===== config.mk =====
export PLATFORM = sky130hd
export DESIGN_NAME = flit_reasm_queue
export DESIGN_NICKNAME = d
export VERILOG_FILES = /design/src/rtl/fr_pkg.sv /design/src/rtl/fr_assembler.sv /design/src/rtl/fr_enq_filter.sv /design/src/rtl/fr_fifo.sv /design/src/rtl/flit_reasm_queue.sv
export SDC_FILE = /design/constraint.sdc
export NUM_CORES = 1
export LEC_CHECK = 0
export BUFFER_PORTS_ARGS = -buffer_cell sky130_fd_sc_hd__buf_2
export CORE_AREA = 2 2 143 145
export DETAILED_ROUTE_END_ITERATION = 6
export DIE_AREA = 0 0 145 147
export MAX_ROUTING_LAYER = met4
export PLACE_DENSITY = 0.88
export REMOVE_ABC_BUFFERS = 1
export SETUP_SLACK_MARGIN = 0.4
export SYNTH_ARGS = -nofsm -noshare
export SYNTH_HDL_FRONTEND = slang
export SYNTH_HIERARCHICAL = 1
export SYNTH_SLANG_ARGS = --single-unit

===== constraint.sdc =====
create_clock -name clk -period 5.9 [get_ports clk]
set_input_delay 0.59 -clock clk [delete_from_list [all_inputs] [get_ports clk]]
set_output_delay 0.59 -clock clk [all_outputs]
set_load 0.02 [all_outputs]

===== src/rtl/fr_pkg.sv =====
`timescale 1ns/1ps
package fr_pkg;
   typedef enum logic [1:0] {
      FK_HEAD   = 2'd0,
      FK_BODY   = 2'd1,
      FK_TAIL   = 2'd2,
      FK_SINGLE = 2'd3
   } flit_kind_e;

   localparam logic CORE_CACHE = 1'b0;
   localparam logic CORE_DIR   = 1'b1;

   localparam int FILT_GENERIC = 0;
   localparam int FILT_CACHE   = 1;
   localparam int FILT_DIR     = 2;
endpackage


===== src/rtl/fr_assembler.sv =====
`timescale 1ns/1ps
module fr_assembler
   import fr_pkg::*;
#(
   parameter int FLIT_W = 8,
   parameter int FLITS  = 4
) (
   input  logic                      clk,
   input  logic                      rst_n,
   input  logic                      in_valid,
   input  logic [1:0]                in_kind,
   input  logic                      in_dest,
   input  logic [FLIT_W-1:0]         in_data,
   output logic                      done_o,
   output logic                      for_cache_o,
   output logic                      for_dir_o,
   output logic [FLIT_W*FLITS-1:0]   pkt_o
);
   localparam int CNT_W = $clog2(FLITS);
   typedef logic [CNT_W-1:0] cnt_t;

   cnt_t cnt_q;
   logic done_q, fc_q, fd_q;
   logic opens, closes;

   assign opens  = in_valid && (in_kind == FK_HEAD || in_kind == FK_SINGLE);
   assign closes = in_valid && (in_kind == FK_TAIL || in_kind == FK_SINGLE);

   always_ff @(posedge clk or negedge rst_n) begin
      if (!rst_n) begin
         cnt_q  <= '0;
         done_q <= 1'b0;
      end else begin
         done_q <= closes;
         if (closes)        cnt_q <= '0;
         else if (in_valid) cnt_q <= cnt_q + cnt_t'(1);
      end
   end

   always_ff @(posedge clk or negedge rst_n) begin
      if (!rst_n) begin
         fc_q <= 1'b0;
         fd_q <= 1'b0;
      end else if (opens) begin
         fc_q <= (in_dest == CORE_CACHE);
         fd_q <= (in_dest == CORE_DIR);
      end
   end

   for (genvar i = 0; i < FLITS; i++) begin : g_slot
      logic [FLIT_W-1:0] slot_q;
      always_ff @(posedge clk or negedge rst_n) begin
         if (!rst_n)                               slot_q <= '0;
         else if (in_valid && cnt_q == cnt_t'(i))  slot_q <= in_data;
      end
      assign pkt_o[i*FLIT_W +: FLIT_W] = slot_q;
   end

   assign done_o      = done_q;
   assign for_cache_o = fc_q;
   assign for_dir_o   = fd_q;

   AST_CNT_CLEAR: assert property (@(posedge clk) disable iff (!rst_n)
      closes |=> (cnt_q == '0) && done_q);
   AST_CNT_STEP: assert property (@(posedge clk) disable iff (!rst_n)
      (in_valid && !closes) |=> cnt_q == cnt_t'($past(cnt_q) + cnt_t'(1)));
   AST_DONE_PULSE: assert property (@(posedge clk) disable iff (!rst_n)
      (done_q && !closes) |=> !done_q);
   AST_DEST_HOLD: assert property (@(posedge clk) disable iff (!rst_n)
      (!opens) |=> $stable(fc_q) && $stable(fd_q));
endmodule


===== src/rtl/fr_enq_filter.sv =====
`timescale 1ns/1ps
module fr_enq_filter
   import fr_pkg::*;
#(
   parameter int FILTER = FILT_GENERIC
) (
   input  logic done_i,
   input  logic for_cache_i,
   input  logic for_dir_i,
   output logic enq_o
);
   if (FILTER == FILT_CACHE) begin : g_cache
      logic unused_dir;
      assign unused_dir = for_dir_i;
      assign enq_o      = done_i & for_cache_i;
   end else if (FILTER == FILT_DIR) begin : g_dir
      logic unused_cache;
      assign unused_cache = for_cache_i;
      assign enq_o        = done_i & for_dir_i;
   end else begin : g_generic
      logic unused_flags;
      assign unused_flags = for_cache_i ^ for_dir_i;
      assign enq_o        = done_i;
   end
endmodule


===== src/rtl/fr_fifo.sv =====
`timescale 1ns/1ps
module fr_fifo #(
   parameter int W     = 32,
   parameter int DEPTH = 8
) (
   input  logic                        clk,
   input  logic                        rst_n,
   input  logic                        wr_en,
   input  logic [W-1:0]                wr_data,
   input  logic                        rd_en,
   output logic [W-1:0]                rd_data,
   output logic                        empty_o,
   output logic [$clog2(DEPTH+1)-1:0]  occ_o
);
   localparam int PTR_W = $clog2(DEPTH);
   localparam int OCC_W = $clog2(DEPTH+1);
   localparam logic [OCC_W-1:0] FULL_LVL = OCC_W'(DEPTH);
   typedef logic [PTR_W-1:0] ptr_t;

   logic [W-1:0]     mem_q [DEPTH];
   ptr_t             wp_q, rp_q;
   logic [OCC_W-1:0] occ_q;
   logic             full, empty, rd_ok, wr_ok;

   assign full  = (occ_q == FULL_LVL);
   assign empty = (occ_q == '0);
   assign rd_ok = rd_en && !empty;
   assign wr_ok = wr_en && (!full || rd_ok);

   always_ff @(posedge clk or negedge rst_n) begin
      if (!rst_n) begin
         wp_q  <= '0;
         rp_q  <= '0;
         occ_q <= '0;
      end else begin
         if (wr_ok) wp_q <= wp_q + ptr_t'(1);
         if (rd_ok) rp_q <= rp_q + ptr_t'(1);
         if (wr_ok && !rd_ok)      occ_q <= occ_q + OCC_W'(1);
         else if (rd_ok && !wr_ok) occ_q <= occ_q - OCC_W'(1);
      end
   end

   always_ff @(posedge clk) begin
      if (wr_ok) mem_q[wp_q] <= wr_data;
   end

   assign rd_data = mem_q[rp_q];
   assign empty_o = empty;
   assign occ_o   = occ_q;

   AST_NO_OVERFLOW: assert property (@(posedge clk) disable iff (!rst_n)
      (wr_en && full) |-> rd_en);
   AST_OCC_SAME: assert property (@(posedge clk) disable iff (!rst_n)
      (wr_ok && rd_ok) |=> occ_q == $past(occ_q));
   AST_ONE_OUT: assert property (@(posedge clk) disable iff (!rst_n)
      (rd_ok && !wr_ok) |=> occ_q == $past(occ_q) - OCC_W'(1));
endmodule


===== src/rtl/flit_reasm_queue.sv =====
`timescale 1ns/1ps
module flit_reasm_queue
   import fr_pkg::*;
#(
   parameter int FLIT_W  = 8,
   parameter int FLITS   = 4,
   parameter int DEPTH   = 8,
   parameter int RESERVE = 2,
   parameter int FILTER  = FILT_GENERIC
) (
   input  logic                     clk,
   input  logic                     rst_n,
   input  logic                     flit_valid_i,
   input  logic [1:0]               flit_kind_i,
   input  logic                     flit_dest_i,
   input  logic [FLIT_W-1:0]        flit_data_i,
   output logic                     pkt_valid_o,
   output logic [FLIT_W*FLITS-1:0]  pkt_data_o,
   input  logic                     consumed_i,
   output logic                     credit_o
);
   localparam int PKT_W = FLIT_W * FLITS;
   localparam int OCC_W = $clog2(DEPTH + 1);
   localparam logic [OCC_W-1:0] STOP_LVL = OCC_W'(DEPTH - RESERVE);

   if (FLITS < 2 || (FLITS & (FLITS - 1)) != 0) begin : g_bad_flits
      $error("FLITS must be a power of two, at least 2");
   end
   if (DEPTH < 2 || (DEPTH & (DEPTH - 1)) != 0) begin : g_bad_depth
      $error("DEPTH must be a power of two");
   end
   if (RESERVE < 1 || RESERVE >= DEPTH) begin : g_bad_reserve
      $error("RESERVE must lie between 1 and DEPTH-1");
   end
   if (FILTER < FILT_GENERIC || FILTER > FILT_DIR) begin : g_bad_filter
      $error("FILTER must be 0, 1 or 2");
   end

   logic             done, for_cache, for_dir, enq, empty;
   logic [PKT_W-1:0] rebuilt;
   logic [OCC_W-1:0] occ;

   fr_assembler #(.FLIT_W(FLIT_W), .FLITS(FLITS)) u_asm (
      .clk         (clk),
      .rst_n       (rst_n),
      .in_valid    (flit_valid_i),
      .in_kind     (flit_kind_i),
      .in_dest     (flit_dest_i),
      .in_data     (flit_data_i),
      .done_o      (done),
      .for_cache_o (for_cache),
      .for_dir_o   (for_dir),
      .pkt_o       (rebuilt)
   );

   fr_enq_filter #(.FILTER(FILTER)) u_filt (
      .done_i      (done),
      .for_cache_i (for_cache),
      .for_dir_i   (for_dir),
      .enq_o       (enq)
   );

   fr_fifo #(.W(PKT_W), .DEPTH(DEPTH)) u_fifo (
      .clk     (clk),
      .rst_n   (rst_n),
      .wr_en   (enq),
      .wr_data (rebuilt),
      .rd_en   (consumed_i),
      .rd_data (pkt_data_o),
      .empty_o (empty),
      .occ_o   (occ)
   );

   assign pkt_valid_o = !empty;
   assign credit_o    = (occ >= STOP_LVL);

   AST_HEAD_HOLD: assert property (@(posedge clk) disable iff (!rst_n)
      (pkt_valid_o && !consumed_i) |=> pkt_valid_o && $stable(pkt_data_o));
   AST_EMPTY_STAY: assert property (@(posedge clk) disable iff (!rst_n)
      (!pkt_valid_o && !enq) |=> !pkt_valid_o);
   AST_FILTER_QUIET: assert property (@(posedge clk) disable iff (!rst_n)
      (!enq && !consumed_i) |=> $stable(occ));
   AST_CREDIT_RISE: assert property (@(posedge clk) disable iff (!rst_n)
      $rose(credit_o) |-> $past(enq));
endmodule


==> out/metrics.cfg, run 1 <==
[routing]
via_per_inst = 6.253
detail_route.first_pass.iterations = 4
wl_per_cell_um = 26.53
remaining_drc_errors = 0
ant_nets = 0
via_count = 5521
drt_iter0_markers = 552
drt_wl_total_um = 23430

[clock_tree]
cts-root-buf = sky130_fd_sc_hd__clkbuf_16
cts-root-to-sink-buffers = 3
tritoncts.num_buffers = 28
ctsResizeCount = 0
cts.sinks = 301
cts-hold-fix-buffers = 0
clkLatencyLatePin_ns = 0.54
cts.repair_timing.setup_buffer_count = 0
clock_tree_from_tritoncts = done
clk_pin_slew_ns = 0.06
htreeDepth = 1

[job]
max-cap-violations = 0

[grt]
grt_use_total = 0.2315
grt.overflow.total = 0
gr-max-usage-layer = met2
gr-usage-met2 = 0.3795
grt.met3_usage = 0.04037
number_of_global_route_vias_before_repair = 5917
grt_max_degree = 57
grt_util_met1 = 0.3043
grt_first_pass_wirelength_um = 35650
antenna_found_initial = 0

[timing]
max_clock_freq_mhz = 263.1
timing.final.hold_violations = 0
post-route-period-util = 0.6442
slew_viol_final = 0
timing_worst_slew_pin_value_ns = 1.209
period_needed_ns = 3.801
finalSetupViolations = 0
max_slew_margin = 0.1932
rsz_0062_raised_after_global_routing = false
total_negative_setup_slack_ns = 0
clock_skew_after_layout_ns = 0.01492

[floorplan]
start_util = 0.5941
fp-row-count = 52
top_level_ports = 49
overall_die_area_um2 = 21320
design.core.area_um2 = 19840
floorplan.die.height_um = 147
floorplan.die.width_um = 145

[setup_path]
path_max_fanout = 42
critical_path_class = register to output port
worst_setup_path_start_kind = register
crit_path_start = u_fifo/rp_q[0]
reg2reg_slack_ns = 2.87
critical_path_required_ns = 5.31
timing.rr.start = u_fifo/occ_o[0]
cp_slowest_cell = sky130_fd_sc_hd__dfrtp_4
worst-endpoint-arrival_ns = 3.21
timing.rr.end = u_fifo/occ_o[3]
crit_chain = buf_4, mux4_1, mux2_2, buf_2
worstSetupEndpointType = output port
max_stage_delay_on_crit_path_ns = 0.96
rr_worst_depth = 9

[logic_synthesis]
postSynthCellCount = 522
total_of_warnings_raised_by_yosys = 6
syn_avg_cell_area_um2 = 22.58
mappedNetlistArea_um2 = 11790

[placement]
port_buffers = 47
routabilityCongestion = 0.7210
detailed_place_hpwl_um = 12080

[cells_and_area]
finalCoreUtilization = 0.6741
fill_cells = 1157
layout-drive-gt1-share = 0.3670
layout-area-overhead-vs-synth_pct = 13.48
number_of_antenna_diodes = 0
layout.nets = 618

[power_and_ir_drop]
post-layout-total-power_mw = 6.985
leakage_nw = 4.611
power_density_nw_per_um2 = 522.1
max-vdd-ir-drop_v = 0.0004870

[hold_path]
hold_path.class = primary input to asynchronous set/reset pin

[run_status]
status = complete, no violations

==> layout by cell type, fill, tap and decap left out, types with 2 or more instances in the layout <==
cell                        count
sky130_fd_sc_hd__edfxtp_1     256
sky130_fd_sc_hd__mux2_2        65
sky130_fd_sc_hd__buf_2         47
sky130_fd_sc_hd__dfrtp_1       43
sky130_fd_sc_hd__mux4_2        39
sky130_fd_sc_hd__clkbuf_16     29
sky130_fd_sc_hd__mux4_1        25
sky130_fd_sc_hd__buf_4         14
sky130_fd_sc_hd__ha_1          11
sky130_fd_sc_hd__bufinv_16      7
sky130_fd_sc_hd__clkbuf_1       7
sky130_fd_sc_hd__inv_1          6
sky130_fd_sc_hd__xnor2_1        6
sky130_fd_sc_hd__o211ai_1       5
sky130_fd_sc_hd__nand2_2        4
sky130_fd_sc_hd__nand2_1        4
sky130_fd_sc_hd__clkinv_2       3
sky130_fd_sc_hd__clkbuf_8       3
sky130_fd_sc_hd__nand2b_1       3
sky130_fd_sc_hd__nor2_2         3
sky130_fd_sc_hd__nor3_2         3
sky130_fd_sc_hd__o21ai_0        2
sky130_fd_sc_hd__or3_1          2
sky130_fd_sc_hd__mux2_1         2
sky130_fd_sc_hd__a21oi_1        2
sky130_fd_sc_hd__nand3_1        2
==> metrics by stage <==
stage / setup WS, ns / hold WS [ns] / area, µm² / instances
global route: 1.917 / 0.2110 / 13380 / 883
CTS: 2.029 / 0.1805 / 13380 / 883
finish: 2.099 / 0.1720 / 13380 / 883
detailed placement: 2.641 / 0.5572 / 12340 / 831
floorplan: 1.471 / 0.2944 / 11620 / 500
global placement: 2.728 / 0.5113 / 12340 / 831
==> layout make-up <==
class,instances,area (µm²),area share
clock buffers,39,793.3,0.05930
multi-input cells,193,2820,0.2108
well taps,270,337.8,0.02525
repair buffers,61,340.3,0.02544
inverters,6,22.52,0.001684
clock inverters,13,245.2,0.01833
flip-flops and latches,301,8818,0.6592
==> how the worst max path moves through the flow <==
| stage | end | cells after the start |
|---|---|---|
| 6_report | pkt_data_o[9] | 4 |
| 5_1_grt | pkt_data_o[9] | 4 |
| 4_1_cts | pkt_data_o[17] | 4 |
| 3_5_place_dp | pkt_data_o[9] | 4 |
| 3_3_place_gp | pkt_data_o[16] | 4 |
| 2_1_floorplan | u_fifo/mem_q[0][0] | 3 |
==> report_power, final <==
part | internal [mW] | leakage (nW) | switching, mW
logic | 0.863 | 1.25 | 0.905
clock network | 1.24 | 0.504 | 0.744
registers | 2.82 | 2.85 | 0.408
total | 4.93 | 4.61 | 2.06
==> registers in the layout, summed over array words and instances (netlist names) <==
| name | count |
|---|---|
| u_asm/cnt_q | 2 |
| u_asm/done_o | 1 |
| u_asm/g_slot.slot_q | 32 |
| u_fifo/mem_q | 256 |
| u_fifo/occ_o | 4 |
| u_fifo/rp_q | 3 |
| u_fifo/wp_q | 3 |
==> per-layer routing <==
layer,share of wire,up-vias
li1,-,2308
met1,0.39,2882
met2,0.51,274
met3,0.076,57
met4,0.027,0
met5,0,-
==> worst max-delay path, delay by kind of cell, from the launching register on <==
kind,cells,cell delay (ns)
flops,1,0.96
mux,2,0.96
buf+inv,2,0.73
(Power assumes the default switching activity.)
==> run 2: changes to the inputs <==
ABC_AREA = 1   (was default)
CORE_AREA = 2 2 146 148   (was 2 2 143 145)
DIE_AREA = 0 0 148 150   (was 0 0 145 147)
clock period = 3.75 ns   (was 5.9 ns; I/O delays follow)
==> run 2 against run 1 <==
Hold slack lost 0.046 ns. Largest cell class unchanged. Critical path type unchanged. Sequential power grew 51%. Die area grew 4.2%. Final cell count grew 60%. Total power grew 58%. Largest power group unchanged. Register-to-register slack lost 1.7 ns.
==> out/metrics.cfg, run 2 <==
[cells_and_area]
number_of_antenna_diodes = 0  ; unchanged
largest_reg_flops = 256  ; unchanged
layout.area.seq_um2 = 8818  ; unchanged
finalCoreUtilization = 0.6600  ; was 0.6741
layout.nets = 1144  ; was 618
mostFrequentLayoutCell = sky130_fd_sc_hd__nand2_1  ; was sky130_fd_sc_hd__edfxtp_1
layout-drive-gt1-share = 0.1220  ; was 0.3670
layout-area-overhead-vs-synth_pct = 11.08  ; was 13.48%
reg_with_most_ffs = u_fifo/mem_q  ; unchanged
fill_cells = 1428  ; was 1,157
multi_input_comb_area_um2 = 3089  ; was 2820 µm²
top_library_cells_by_usage_in_the_layout_fill_and_taps_aside = sky130_fd_sc_hd__nand2_1, sky130_fd_sc_hd__edfxtp_1, sky130_fd_sc_hd__o21ai_1, sky130_fd_sc_hd__nor2_1, sky130_fd_sc_hd__o21ai_0  ; was sky130_fd_sc_hd__edfxtp_1, sky130_fd_sc_hd__mux2_2, sky130_fd_sc_hd__buf_2, sky130_fd_sc_hd__dfrtp_1, sky130_fd_sc_hd__mux4_2

[clock_tree]
clk_pin_slew_ns = 0.06  ; about the same
cts.sinks = 301  ; unchanged
clkLatencyLatePin_ns = 0.55  ; was 0.54 ns
cts.repair_timing.setup_buffer_count = 0  ; unchanged
htreeDepth = 1  ; unchanged
clock_tree_from_tritoncts = done  ; unchanged
cts-root-to-sink-buffers = 3  ; unchanged
tritoncts.num_buffers = 29  ; was 28
cts-root-buf = sky130_fd_sc_hd__clkbuf_16  ; unchanged

[timing]
rsz_0062_raised_after_global_routing = false  ; unchanged
timing.final.hold_violations = 0  ; unchanged
post-route-worst-setup-slack_ns = 0.5934  ; was 2.099 ns
clock_skew_after_layout_ns = 0.01387  ; was 0.01492 ns
finalSetupViolations = 0  ; unchanged
post-route-period-util = 0.8418
period_needed_ns = 3.157
slew_viol_final = 0  ; unchanged
timing_worst_slew_pin_value_ns = 0.8944  ; was 1.209 ns
total_negative_setup_slack_ns = 0  ; unchanged
max_slew_margin = 0.4029  ; was 0.1932
max_clock_freq_mhz = 316.8

[grt]
grt.overflow.total = 0  ; unchanged
number_of_global_route_vias_before_repair = 7924  ; was 5,917
antenna_found_initial = 0  ; unchanged
grt_max_degree = 77  ; was 57
grt_use_total = 0.2464  ; was 0.2315
grt_first_pass_wirelength_um = 40690  ; was 35,650 µm

[setup_path]
worst_setup_path_start_kind = register  ; unchanged
crit_chain = buf_6, nand2_1, nand2_1, nand2_1, o21ai_1, nand2_1, nand2_1, buf_2  ; was buf_4, mux4_1, mux2_2, buf_2
cp.buffers_inverters = 2  ; unchanged
worstSetupEndpointType = output port  ; unchanged
critical_path.top_delay_family = flip-flops  ; unchanged
critical_path_required_ns = 3.38  ; was 5.31 ns
path_max_fanout = 76  ; was 42
cp_common_cell = sky130_fd_sc_hd__nand2_1
worst-endpoint-arrival_ns = 2.78  ; was 3.21 ns
max_stage_delay_on_crit_path_ns = 0.84  ; was 0.96 ns
cp_slowest_cell = sky130_fd_sc_hd__dfrtp_4  ; unchanged
critical_path_class = register to output port  ; unchanged

[floorplan]
fp-row-count = 53  ; was 52
overall_die_area_um2 = 22200  ; was 21,320 µm²
start_util = 0.5942  ; was 0.5941
floorplan.die.width_um = 148  ; was 145 µm
design.core.area_um2 = 20690  ; was 19,840 µm²
floorplan.die.height_um = 150  ; was 147 µm
top_level_ports = 49  ; unchanged

[logic_synthesis]
mappedNetlistArea_um2 = 12290  ; was 11,790 µm²
total_of_warnings_raised_by_yosys = 6  ; unchanged
postSynthCellCount = 1073  ; was 522
syn_avg_cell_area_um2 = 11.46  ; was 22.58 µm²

[hold_path]
hold_path.class = primary input to register  ; was primary input to asynchronous set/reset pin

[routing]
via_per_inst = 5.628  ; was 6.253
ant_nets = 0  ; unchanged
wl_per_cell_um = 18.68  ; was 26.53 µm
remaining_drc_errors = 0  ; unchanged
drt_wl_total_um = 26410  ; was 23,430 µm
via_count = 7958  ; was 5,521
detail_route.first_pass.iterations = 5  ; was 4
drt_iter0_markers = 703  ; was 552

[placement]
routabilityCongestion = 0.7595  ; was 0.7210
detailed_place_hpwl_um = 13730  ; was 12,080 µm
pre_cts_setup_slack_ns = 1.096  ; was 2.641 ns
port_buffers = 47  ; unchanged

[run_status]
status = complete, no violations  ; unchanged

[power_and_ir_drop]
max-vdd-ir-drop_v = 0.0007301  ; was 0.0004870 V
power_density_nw_per_um2 = 810.5  ; was 522.1 nW/µm²
leakage_nw = 5.418  ; was 4.611 nW

[job]
max-cap-violations = 0  ; unchanged

-- run 2: what timing repair did --
| item | 4_1_cts | 5_1_grt |
|---|---|---|
| gates resized for setup | 0 | 2 |
| hold endpoints to repair | 24 | 0 |
| endpoints found under the setup margin | 0 | 15 |
| hold buffers | 1 | 0 |
-- run 2: path summary, 6_finish.rpt --
path | endpoint | slack, ns | cells past startpoint | startpoint
max in group asynchronous | u_asm/g_slot[1].slot_q[1] | 2.61 | 3 | rst_n
setup / recovery | pkt_data_o[0] | 0.59 | 8 | u_fifo/rp_q[0]
hold / removal | u_fifo/rp_q[1] | 0.13 | 3 | consumed_i
setup reg to reg | u_fifo/mem_q[6][9] | 1.15 | 7 | u_fifo/occ_o[0]
hold reg to reg | u_fifo/wp_q[0] | 0.54 | 2 | u_fifo/wp_q[0]
min in group asynchronous | u_asm/g_slot[2].slot_q[6] | 0.37 | 2 | rst_n
-- run 2: area by class of cell --
type | count | share of cell area
sequential | 301 | 0.6458
tap | 275 | 0.02520
clock inverter | 14 | 0.006414
clock buffer | 39 | 0.05809
timing repair buffer | 67 | 0.03051
inverter | 27 | 0.007788
multi-input combinational | 691 | 0.2262
-- run 2: through the flow --
step                      power (mW)  cell area, µm²  hold slack [ns]  cells
final                          11.07           13660           0.1262   1414
after global placement         8.188           12760           0.4080   1360
after floorplan                7.101           11960          0.07941   1019
after global routing           11.69           13660           0.1316   1414
after CTS                      11.07           13650           0.1128   1414
after detailed placement       8.359           12760           0.4102   1360
-- run 2: per-layer routing --
layer  vias to the layer above  routed length (µm)  track usage
met4                         0                 697      0.08333
li1                       3704                   -            -
met5                         -                   0            -
met2                       388               13620       0.4269
met3                        64                2024      0.03659
met1                      3802               10080       0.2997
-- run 2: where the power goes --
group	switching [mW]	total [mW]	internal (mW)	leakage (nW)
Clock	1.16	2.70	1.54	0.438
Sequential	0.512	4.88	4.37	2.89
Combinational	2.44	3.49	1.05	2.09
Total	4.11	11.1	6.96	5.42
-- run 2: worst reg2reg max path, delay by kind of cell, from the launching register on --
family                 cells  cell delay, ns
AND/OR/NAND/NOR            5            1.19
buffers and inverters      2            0.60
flip-flops                 1            0.45
